**src/rtl/cal_win_pkg.sv**
```systemverilog
package cal_win_pkg;
  localparam int unsigned FIELD_N = 7;
  localparam int unsigned FIDX_W  = 3;
  localparam int unsigned PTR_W   = 2;
  localparam int unsigned ADDR_W  = 3;
  localparam int unsigned WEN_BIT = 4;

  localparam logic [FIDX_W-1:0] F_SEC  = 3'd0;
  localparam logic [FIDX_W-1:0] F_MIN  = 3'd1;
  localparam logic [FIDX_W-1:0] F_HOUR = 3'd2;
  localparam logic [FIDX_W-1:0] F_WDAY = 3'd3;
  localparam logic [FIDX_W-1:0] F_DAY  = 3'd4;
  localparam logic [FIDX_W-1:0] F_MON  = 3'd5;
  localparam logic [FIDX_W-1:0] F_YEAR = 3'd6;

  localparam logic [ADDR_W-1:0] A_TM_CTRL = 3'd0;
  localparam logic [ADDR_W-1:0] A_TM_HI   = 3'd1;
  localparam logic [ADDR_W-1:0] A_TM_LO   = 3'd2;
  localparam logic [ADDR_W-1:0] A_AL_CTRL = 3'd3;
  localparam logic [ADDR_W-1:0] A_AL_HI   = 3'd4;
  localparam logic [ADDR_W-1:0] A_AL_LO   = 3'd5;
  localparam logic [ADDR_W-1:0] A_KEY     = 3'd6;

  typedef enum logic [1:0] {
    UL_IDLE = 2'd0,
    UL_HALF = 2'd1,
    UL_OPEN = 2'd2
  } unlock_e;
endpackage

```
**src/rtl/cal_unlock.sv**
```systemverilog
module cal_unlock
  import cal_win_pkg::*;
#(
  parameter int unsigned DATA_W     = 8,
  parameter logic [DATA_W-1:0] KEY_A = 8'h55,
  parameter logic [DATA_W-1:0] KEY_B = 8'hAA
) (
  input  logic              clk_i,
  input  logic              rst_ni,
  input  logic              key_wr_i,
  input  logic [DATA_W-1:0] key_data_i,
  output logic              open_o
);
  unlock_e state_q, state_d;

  // Every cycle falls back to idle unless the exact next key byte arrives.
  always_comb begin
    state_d = UL_IDLE;
    if (key_wr_i) begin
      if (key_data_i == KEY_A)
        state_d = UL_HALF;
      else if (state_q == UL_HALF && key_data_i == KEY_B)
        state_d = UL_OPEN;
    end
  end

  always_ff @(posedge clk_i or negedge rst_ni) begin
    if (!rst_ni) state_q <= UL_IDLE;
    else         state_q <= state_d;
  end

  assign open_o = (state_q == UL_OPEN);
endmodule

```
**src/rtl/cal_ptr_window.sv**
```systemverilog
module cal_ptr_window
  import cal_win_pkg::*;
#(
  parameter int unsigned DATA_W = 8,
  localparam int unsigned BUS_W = FIELD_N * DATA_W
) (
  input  logic               clk_i,
  input  logic               rst_ni,
  input  logic               ptr_ld_i,
  input  logic [PTR_W-1:0]   ptr_val_i,
  input  logic               hi_acc_i,
  input  logic               hi_wr_i,
  input  logic               lo_wr_i,
  input  logic               wr_allow_i,
  input  logic [BUS_W-1:0]   fields_i,
  output logic [PTR_W-1:0]   ptr_o,
  output logic [DATA_W-1:0]  hi_rdata_o,
  output logic [DATA_W-1:0]  lo_rdata_o,
  output logic [FIELD_N-1:0] fld_wr_o
);
  logic [PTR_W-1:0]  ptr_q;
  logic [FIDX_W-1:0] hi_idx, lo_idx;
  logic              hi_vld;

  always_comb begin
    hi_vld = 1'b1;
    unique case (ptr_q)
      2'd0: begin hi_idx = F_MIN;  lo_idx = F_SEC;  end
      2'd1: begin hi_idx = F_WDAY; lo_idx = F_HOUR; end
      2'd2: begin hi_idx = F_MON;  lo_idx = F_DAY;  end
      default: begin hi_idx = F_SEC; lo_idx = F_YEAR; hi_vld = 1'b0; end
    endcase
  end

  assign hi_rdata_o = hi_vld ? fields_i[hi_idx*DATA_W +: DATA_W] : '0;
  assign lo_rdata_o = fields_i[lo_idx*DATA_W +: DATA_W];

  for (genvar g = 0; g < FIELD_N; g++) begin : g_strb
    assign fld_wr_o[g] = wr_allow_i &
                         ((hi_wr_i & hi_vld & (hi_idx == FIDX_W'(g))) |
                          (lo_wr_i & (lo_idx == FIDX_W'(g))));
  end

  always_ff @(posedge clk_i or negedge rst_ni) begin
    if (!rst_ni)                       ptr_q <= '0;
    else if (ptr_ld_i)                 ptr_q <= ptr_val_i;
    else if (hi_acc_i && ptr_q != '0)  ptr_q <= ptr_q - 1'b1;
  end

  assign ptr_o = ptr_q;
endmodule

```
**src/rtl/cal_reg_window.sv**
```systemverilog
module cal_reg_window
  import cal_win_pkg::*;
#(
  parameter int unsigned DATA_W      = 8,
  parameter logic [DATA_W-1:0] KEY_A = 8'h55,
  parameter logic [DATA_W-1:0] KEY_B = 8'hAA
) (
  input  logic                       clk_i,
  input  logic                       rst_ni,
  input  logic                       acc_valid_i,
  input  logic                       acc_write_i,
  input  logic [ADDR_W-1:0]          acc_addr_i,
  input  logic [DATA_W-1:0]          acc_wdata_i,
  output logic [DATA_W-1:0]          acc_rdata_o,
  input  logic [FIELD_N*DATA_W-1:0]  tm_fields_i,
  output logic [FIELD_N-1:0]         tm_wr_o,
  input  logic [FIELD_N*DATA_W-1:0]  al_fields_i,
  output logic [FIELD_N-1:0]         al_wr_o,
  output logic [DATA_W-1:0]          fld_wdata_o
);
  logic sel_tm_ctrl, sel_tm_hi, sel_tm_lo;
  logic sel_al_ctrl, sel_al_hi, sel_al_lo, sel_key;
  logic wr;
  logic wr_en_q;
  logic unlock_open;
  logic [PTR_W-1:0]  tm_ptr, al_ptr;
  logic [DATA_W-1:0] tm_hi_rd, tm_lo_rd, al_hi_rd, al_lo_rd;

  assign wr          = acc_valid_i & acc_write_i;
  assign sel_tm_ctrl = acc_valid_i & (acc_addr_i == A_TM_CTRL);
  assign sel_tm_hi   = acc_valid_i & (acc_addr_i == A_TM_HI);
  assign sel_tm_lo   = acc_valid_i & (acc_addr_i == A_TM_LO);
  assign sel_al_ctrl = acc_valid_i & (acc_addr_i == A_AL_CTRL);
  assign sel_al_hi   = acc_valid_i & (acc_addr_i == A_AL_HI);
  assign sel_al_lo   = acc_valid_i & (acc_addr_i == A_AL_LO);
  assign sel_key     = acc_valid_i & (acc_addr_i == A_KEY);

  cal_unlock #(.DATA_W(DATA_W), .KEY_A(KEY_A), .KEY_B(KEY_B)) i_unlock (
    .clk_i      (clk_i),
    .rst_ni     (rst_ni),
    .key_wr_i   (sel_key & acc_write_i),
    .key_data_i (acc_wdata_i),
    .open_o     (unlock_open)
  );

  // Clear always wins; set only in the open cycle.
  always_ff @(posedge clk_i or negedge rst_ni) begin
    if (!rst_ni) wr_en_q <= 1'b0;
    else if (sel_tm_ctrl && acc_write_i) begin
      if (!acc_wdata_i[WEN_BIT])  wr_en_q <= 1'b0;
      else if (unlock_open)       wr_en_q <= 1'b1;
    end
  end

  cal_ptr_window #(.DATA_W(DATA_W)) i_tm_win (
    .clk_i      (clk_i),
    .rst_ni     (rst_ni),
    .ptr_ld_i   (sel_tm_ctrl & acc_write_i),
    .ptr_val_i  (acc_wdata_i[PTR_W-1:0]),
    .hi_acc_i   (sel_tm_hi),
    .hi_wr_i    (sel_tm_hi & wr),
    .lo_wr_i    (sel_tm_lo & wr),
    .wr_allow_i (wr_en_q),
    .fields_i   (tm_fields_i),
    .ptr_o      (tm_ptr),
    .hi_rdata_o (tm_hi_rd),
    .lo_rdata_o (tm_lo_rd),
    .fld_wr_o   (tm_wr_o)
  );

  cal_ptr_window #(.DATA_W(DATA_W)) i_al_win (
    .clk_i      (clk_i),
    .rst_ni     (rst_ni),
    .ptr_ld_i   (sel_al_ctrl & acc_write_i),
    .ptr_val_i  (acc_wdata_i[PTR_W-1:0]),
    .hi_acc_i   (sel_al_hi),
    .hi_wr_i    (sel_al_hi & wr),
    .lo_wr_i    (sel_al_lo & wr),
    .wr_allow_i (1'b1),
    .fields_i   (al_fields_i),
    .ptr_o      (al_ptr),
    .hi_rdata_o (al_hi_rd),
    .lo_rdata_o (al_lo_rd),
    .fld_wr_o   (al_wr_o)
  );

  assign fld_wdata_o = acc_wdata_i;

  always_comb begin
    acc_rdata_o = '0;
    unique case (acc_addr_i)
      A_TM_CTRL: begin
        acc_rdata_o[PTR_W-1:0] = tm_ptr;
        acc_rdata_o[WEN_BIT]   = wr_en_q;
      end
      A_TM_HI:   acc_rdata_o = tm_hi_rd;
      A_TM_LO:   acc_rdata_o = tm_lo_rd;
      A_AL_CTRL: acc_rdata_o[PTR_W-1:0] = al_ptr;
      A_AL_HI:   acc_rdata_o = al_hi_rd;
      A_AL_LO:   acc_rdata_o = al_lo_rd;
      default:   acc_rdata_o = '0;
    endcase
  end
endmodule

```
**config.mk**
```make
export PLATFORM = sky130hd
export DESIGN_NAME = cal_reg_window
export DESIGN_NICKNAME = d
export VERILOG_FILES = /design/src/rtl/cal_win_pkg.sv /design/src/rtl/cal_unlock.sv /design/src/rtl/cal_ptr_window.sv /design/src/rtl/cal_reg_window.sv
export SDC_FILE = /design/constraint.sdc
export NUM_CORES = 1
export LEC_CHECK = 0
export BUFFER_PORTS_ARGS = -buffer_cell sky130_fd_sc_hd__clkbuf_2
export CORE_UTILIZATION = 37
export CTS_CLUSTER_DIAMETER = 80
export DETAILED_ROUTE_END_ITERATION = 10
export PLACE_DENSITY = 0.85
export SETUP_SLACK_MARGIN = 0.4
export SLEW_MARGIN = 0
export SYNTH_ARGS = -nofsm -noshare
export SYNTH_HDL_FRONTEND = slang
export SYNTH_SLANG_ARGS = --single-unit
```
**constraint.sdc**
```tcl
create_clock -name clk_i -period 2.1 [get_ports clk_i]
set_input_delay 0.105 -clock clk_i [delete_from_list [all_inputs] [get_ports clk_i]]
set_output_delay 0.105 -clock clk_i [all_outputs]
set_load 0.03 [all_outputs]
```
==> flow_metrics.env <==
export IMPL_grt_pass1_wl_um=13900
export IMPL_hold_ws_ns=0.168
export IMPL_std_cell_rows=26
export IMPL_portBuffers=156
export IMPL_p_clk_share_pct=4.8
export IMPL_rr_worst_depth=8
export IMPL_swShare_pct=44.1
export IMPL_finalPower_w=0.00413
export IMPL_via_count=2866
export IMPL_leakagePower_nw=1.81
export IMPL_maxSlewHeadroom_pct=73.3
export IMPL_area_growth_pct=88.1
export IMPL_die_w_um=76.5
export IMPL_cpMaxStageDelayCell="or4_1"
export IMPL_grt_usage_pct=29.9
export IMPL_grt_ovfl_total=0
export IMPL_path_clk_slew_ns=0.04
export IMPL_antenna_left=0
export IMPL_fin_nets=564
export IMPL_switchingPower_w=0.00182
export IMPL_worstPathArrival_ns=2.14
export IMPL_final_hold_violation_count=0
export IMPL_synthFlopType="dfrtp_1"
export IMPL_violations="setup timing"
export IMPL_insertion_delay_ns=0.23
export IMPL_critPathMaxFanout=5
export IMPL_yosys_register_bits=7
export IMPL_wl_per_cell_um=19.3
export IMPL_min_path_cells=4
export IMPL_powerDensity_mw_per_mm2=1070
export IMPL_grt_pass1_vias=2879
export IMPL_crit_family="simple AND/OR/NAND/NOR gates"
export IMPL_clockBufferDepth=2
export IMPL_clock_sinks=7
export IMPL_numCtsBuffers=3
export IMPL_antenna_found_initial=0
export IMPL_synth_enable_flop_cells=0
export IMPL_worst_path_buf_inv=2
export IMPL_combPwrFrac_pct=88.3
export IMPL_synthCells=232
export IMPL_layout_cells_non_filler=494
export IMPL_rsz0062_at_grt="true"
export IMPL_yosysTopAreaCellShare_pct=26.3
export IMPL_ioPinCount=157
export IMPL_ir_worst_vdd_mv=0.562
export IMPL_max_cap_violations=0
export IMPL_core_mm2=0.00524
export IMPL_synth_commonest_cells="mux4_2, nand2_1, ha_1, inv_1, nand3_1"
export IMPL_worst_path_largest_cell_delay_ns=0.53
export IMPL_via_per_inst=5.80
export IMPL_drive_gt1_share_pct=69.3
export IMPL_worst_setup_path_start_kind="flip-flop"
export IMPL_mappedNetlistArea_mm2=0.00205
export IMPL_dpl_cell_count=446
export IMPL_worstSetupPathType="reg2out"
export IMPL_pre_cts_ws_ns=-0.0141
export IMPL_netlist_top_cells_area="mux4_2, dfrtp_1, ha_1, mux2i_1, buf_4"
export IMPL_internal_power_w=0.00231
export IMPL_fin_ws_ns=-0.140
export IMPL_grt_max_degree=17
export IMPL_n_antenna_cell=0
export IMPL_cts_tree="done"
export IMPL_required_ns=2.00
export IMPL_yosys_area_top_type="mux4_2"
export IMPL_finClkSkew_ns=0.00579
export IMPL_fillers=343
export IMPL_drt_wl_total_um=9530
export IMPL_place_congestion=0.858
export IMPL_h_tree_depth=1
export IMPL_seq_area_frac_synth_pct=8.53
export IMPL_power_frac_seq_pct=6.9
export IMPL_yosysWarnings=0
export IMPL_cts_root_buf="clkbuf_8"
export IMPL_syn_num_nets=371
export IMPL_timing_final_crit_share_pct=107
export IMPL_drtPass1Iterations=4
export IMPL_fmax_mhz=446
export IMPL_worstMarginPinSlew_ns=0.398
export IMPL_drc=0
export IMPL_avgSynthCellArea_um2=8.86
export IMPL_initial_core_util_pct=39.2
export IMPL_holdCritPathClass="in2reg"
export IMPL_synthArstFlopShare_pct=100
export IMPL_die_area_mm2=0.00585
export IMPL_slew_viol_final=0
export IMPL_die_h_um=76.5
export IMPL_status="complete, but fails checks"
export IMPL_finalSetupViolations=11
export IMPL_synth_most_common_cell="mux4_2"
export IMPL_cp_end_kind="primary output"
export IMPL_hpwl_um=6470
export IMPL_drtIter0Drc=180
export IMPL_cp_cell_sequence="ha_4, buf_12, mux2_4, a221oi_1, or4_1, nand4_1, clkbuf_8"
export IMPL_fin_crit_ns=2.24
export IMPL_cp_depth=7
export IMPL_synthDistinctLibCells=49
==> cell type report <==
cell class	count	area, um^2	area share (%)
tap	70	87.6	2.27
multi-input combinational	188	2020	52.2
timing repair buffer	213	1480	38.3
sequential	7	179	4.63
inverter	12	55.1	1.42
clock buffer	4	45.0	1.17
==> cell usage in the layout (no fill, tap or decap), drive strengths merged, types with 10 or more instances in the layout <==
| cell type | instances |
|---|---|
| mux2i | 10 |
| nor2 | 13 |
| nand3 | 12 |
| buf | 69 |
| inv | 12 |
| ha | 12 |
| and2 | 15 |
| mux4 | 24 |
| nand2 | 17 |
| clkbuf | 147 |
==> registers in the layout, summed over array words and instances (netlist names) <==
signal,cells
i_al_win.ptr_o,2
i_tm_win.ptr_o,2
i_unlock.state_q,2
wr_en_q,1
==> timing repair <==
| action | CTS | global route |
|---|---|---|
| hold buffers | 1 | 0 |
| gates resized for setup | 60 | 58 |
| endpoints found under the hold margin | 7 | 0 |
| endpoints found under the setup margin | 19 | 22 |
| cloned | 1 | 0 |
| pin swaps | 18 | 18 |
| setup buffers | 29 | 13 |
==> kinds of logic (layout without fill, tap and decap cells) <==
| logic type | Yosys count | in the layout | synth area share, % |
|---|---|---|---|
| AND/OR/NAND/NOR | 94 | 94 | 26.4 |
| AO/OA/AOI/OAI | 43 | 43 | 14.6 |
| multiplexers | 38 | 38 | 33.4 |
| XOR/XNOR | 1 | 1 | 0.426 |
| adder cells (fa/ha/maj) | 12 | 12 | 7.31 |
| flip-flops | 7 | 7 | 8.53 |
| buffers and inverters | 37 | 229 | 9.38 |
==> through the flow <==
step | utilization (%) | TNS [ns] | instance area (um^2)
global placement | 57.5 | 0 | 3010
finish | 73.8 | -0.873 | 3860
detailed placement | 57.5 | -0.0141 | 3010
floorplan | - | 0 | 2220
CTS | 68.9 | -0.546 | 3610
global route | 73.8 | -1.53 | 3860
==> power by group through the flow <==
stage | Combinational, W | Sequential (W) | Clock [W]
after floorplan | 0.00187 | 0.000248 | 0
after global placement | 0.00233 | 0.000275 | 0
after detailed placement | 0.00240 | 0.000283 | 0
after CTS | 0.00318 | 0.000279 | 0.000193
after global routing | 0.00384 | 0.000294 | 0.000209
final | 0.00365 | 0.000284 | 0.000198
==> path summary, 6_finish.rpt <==
path | start | to | slack [ns]
worst max-delay path | i_al_win.ptr_o[0] | acc_rdata_o[0] | -0.14
worst max register to register | i_tm_win.ptr_o[0] | i_tm_win.ptr_o[0] | 0.37
min in group asynchronous | rst_ni | i_unlock.state_q[1] | 0.24
worst min-delay path | acc_wdata_i[7] | i_unlock.state_q[0] | 0.17
worst min register to register | i_unlock.state_q[1] | i_unlock.state_q[1] | 0.55
max in group asynchronous | rst_ni | i_al_win.ptr_o[0] | 1.67
==> tightest hold or removal path: cells and delay by family <==
family                 cells  cell delay, ns
buffers and inverters      1            0.10
AND/OR/NAND/NOR            3            0.15
==> layer usage <==
metal	up-vias	GRT usage (%)	part of all wire [%]
met5	-	0	0
met4	0	14.4	4.9
met3	51	4.19	6.1
met2	164	57.2	53
met1	1376	31.9	36
li1	1275	-	-
Power figures use the tool's default switching activity.
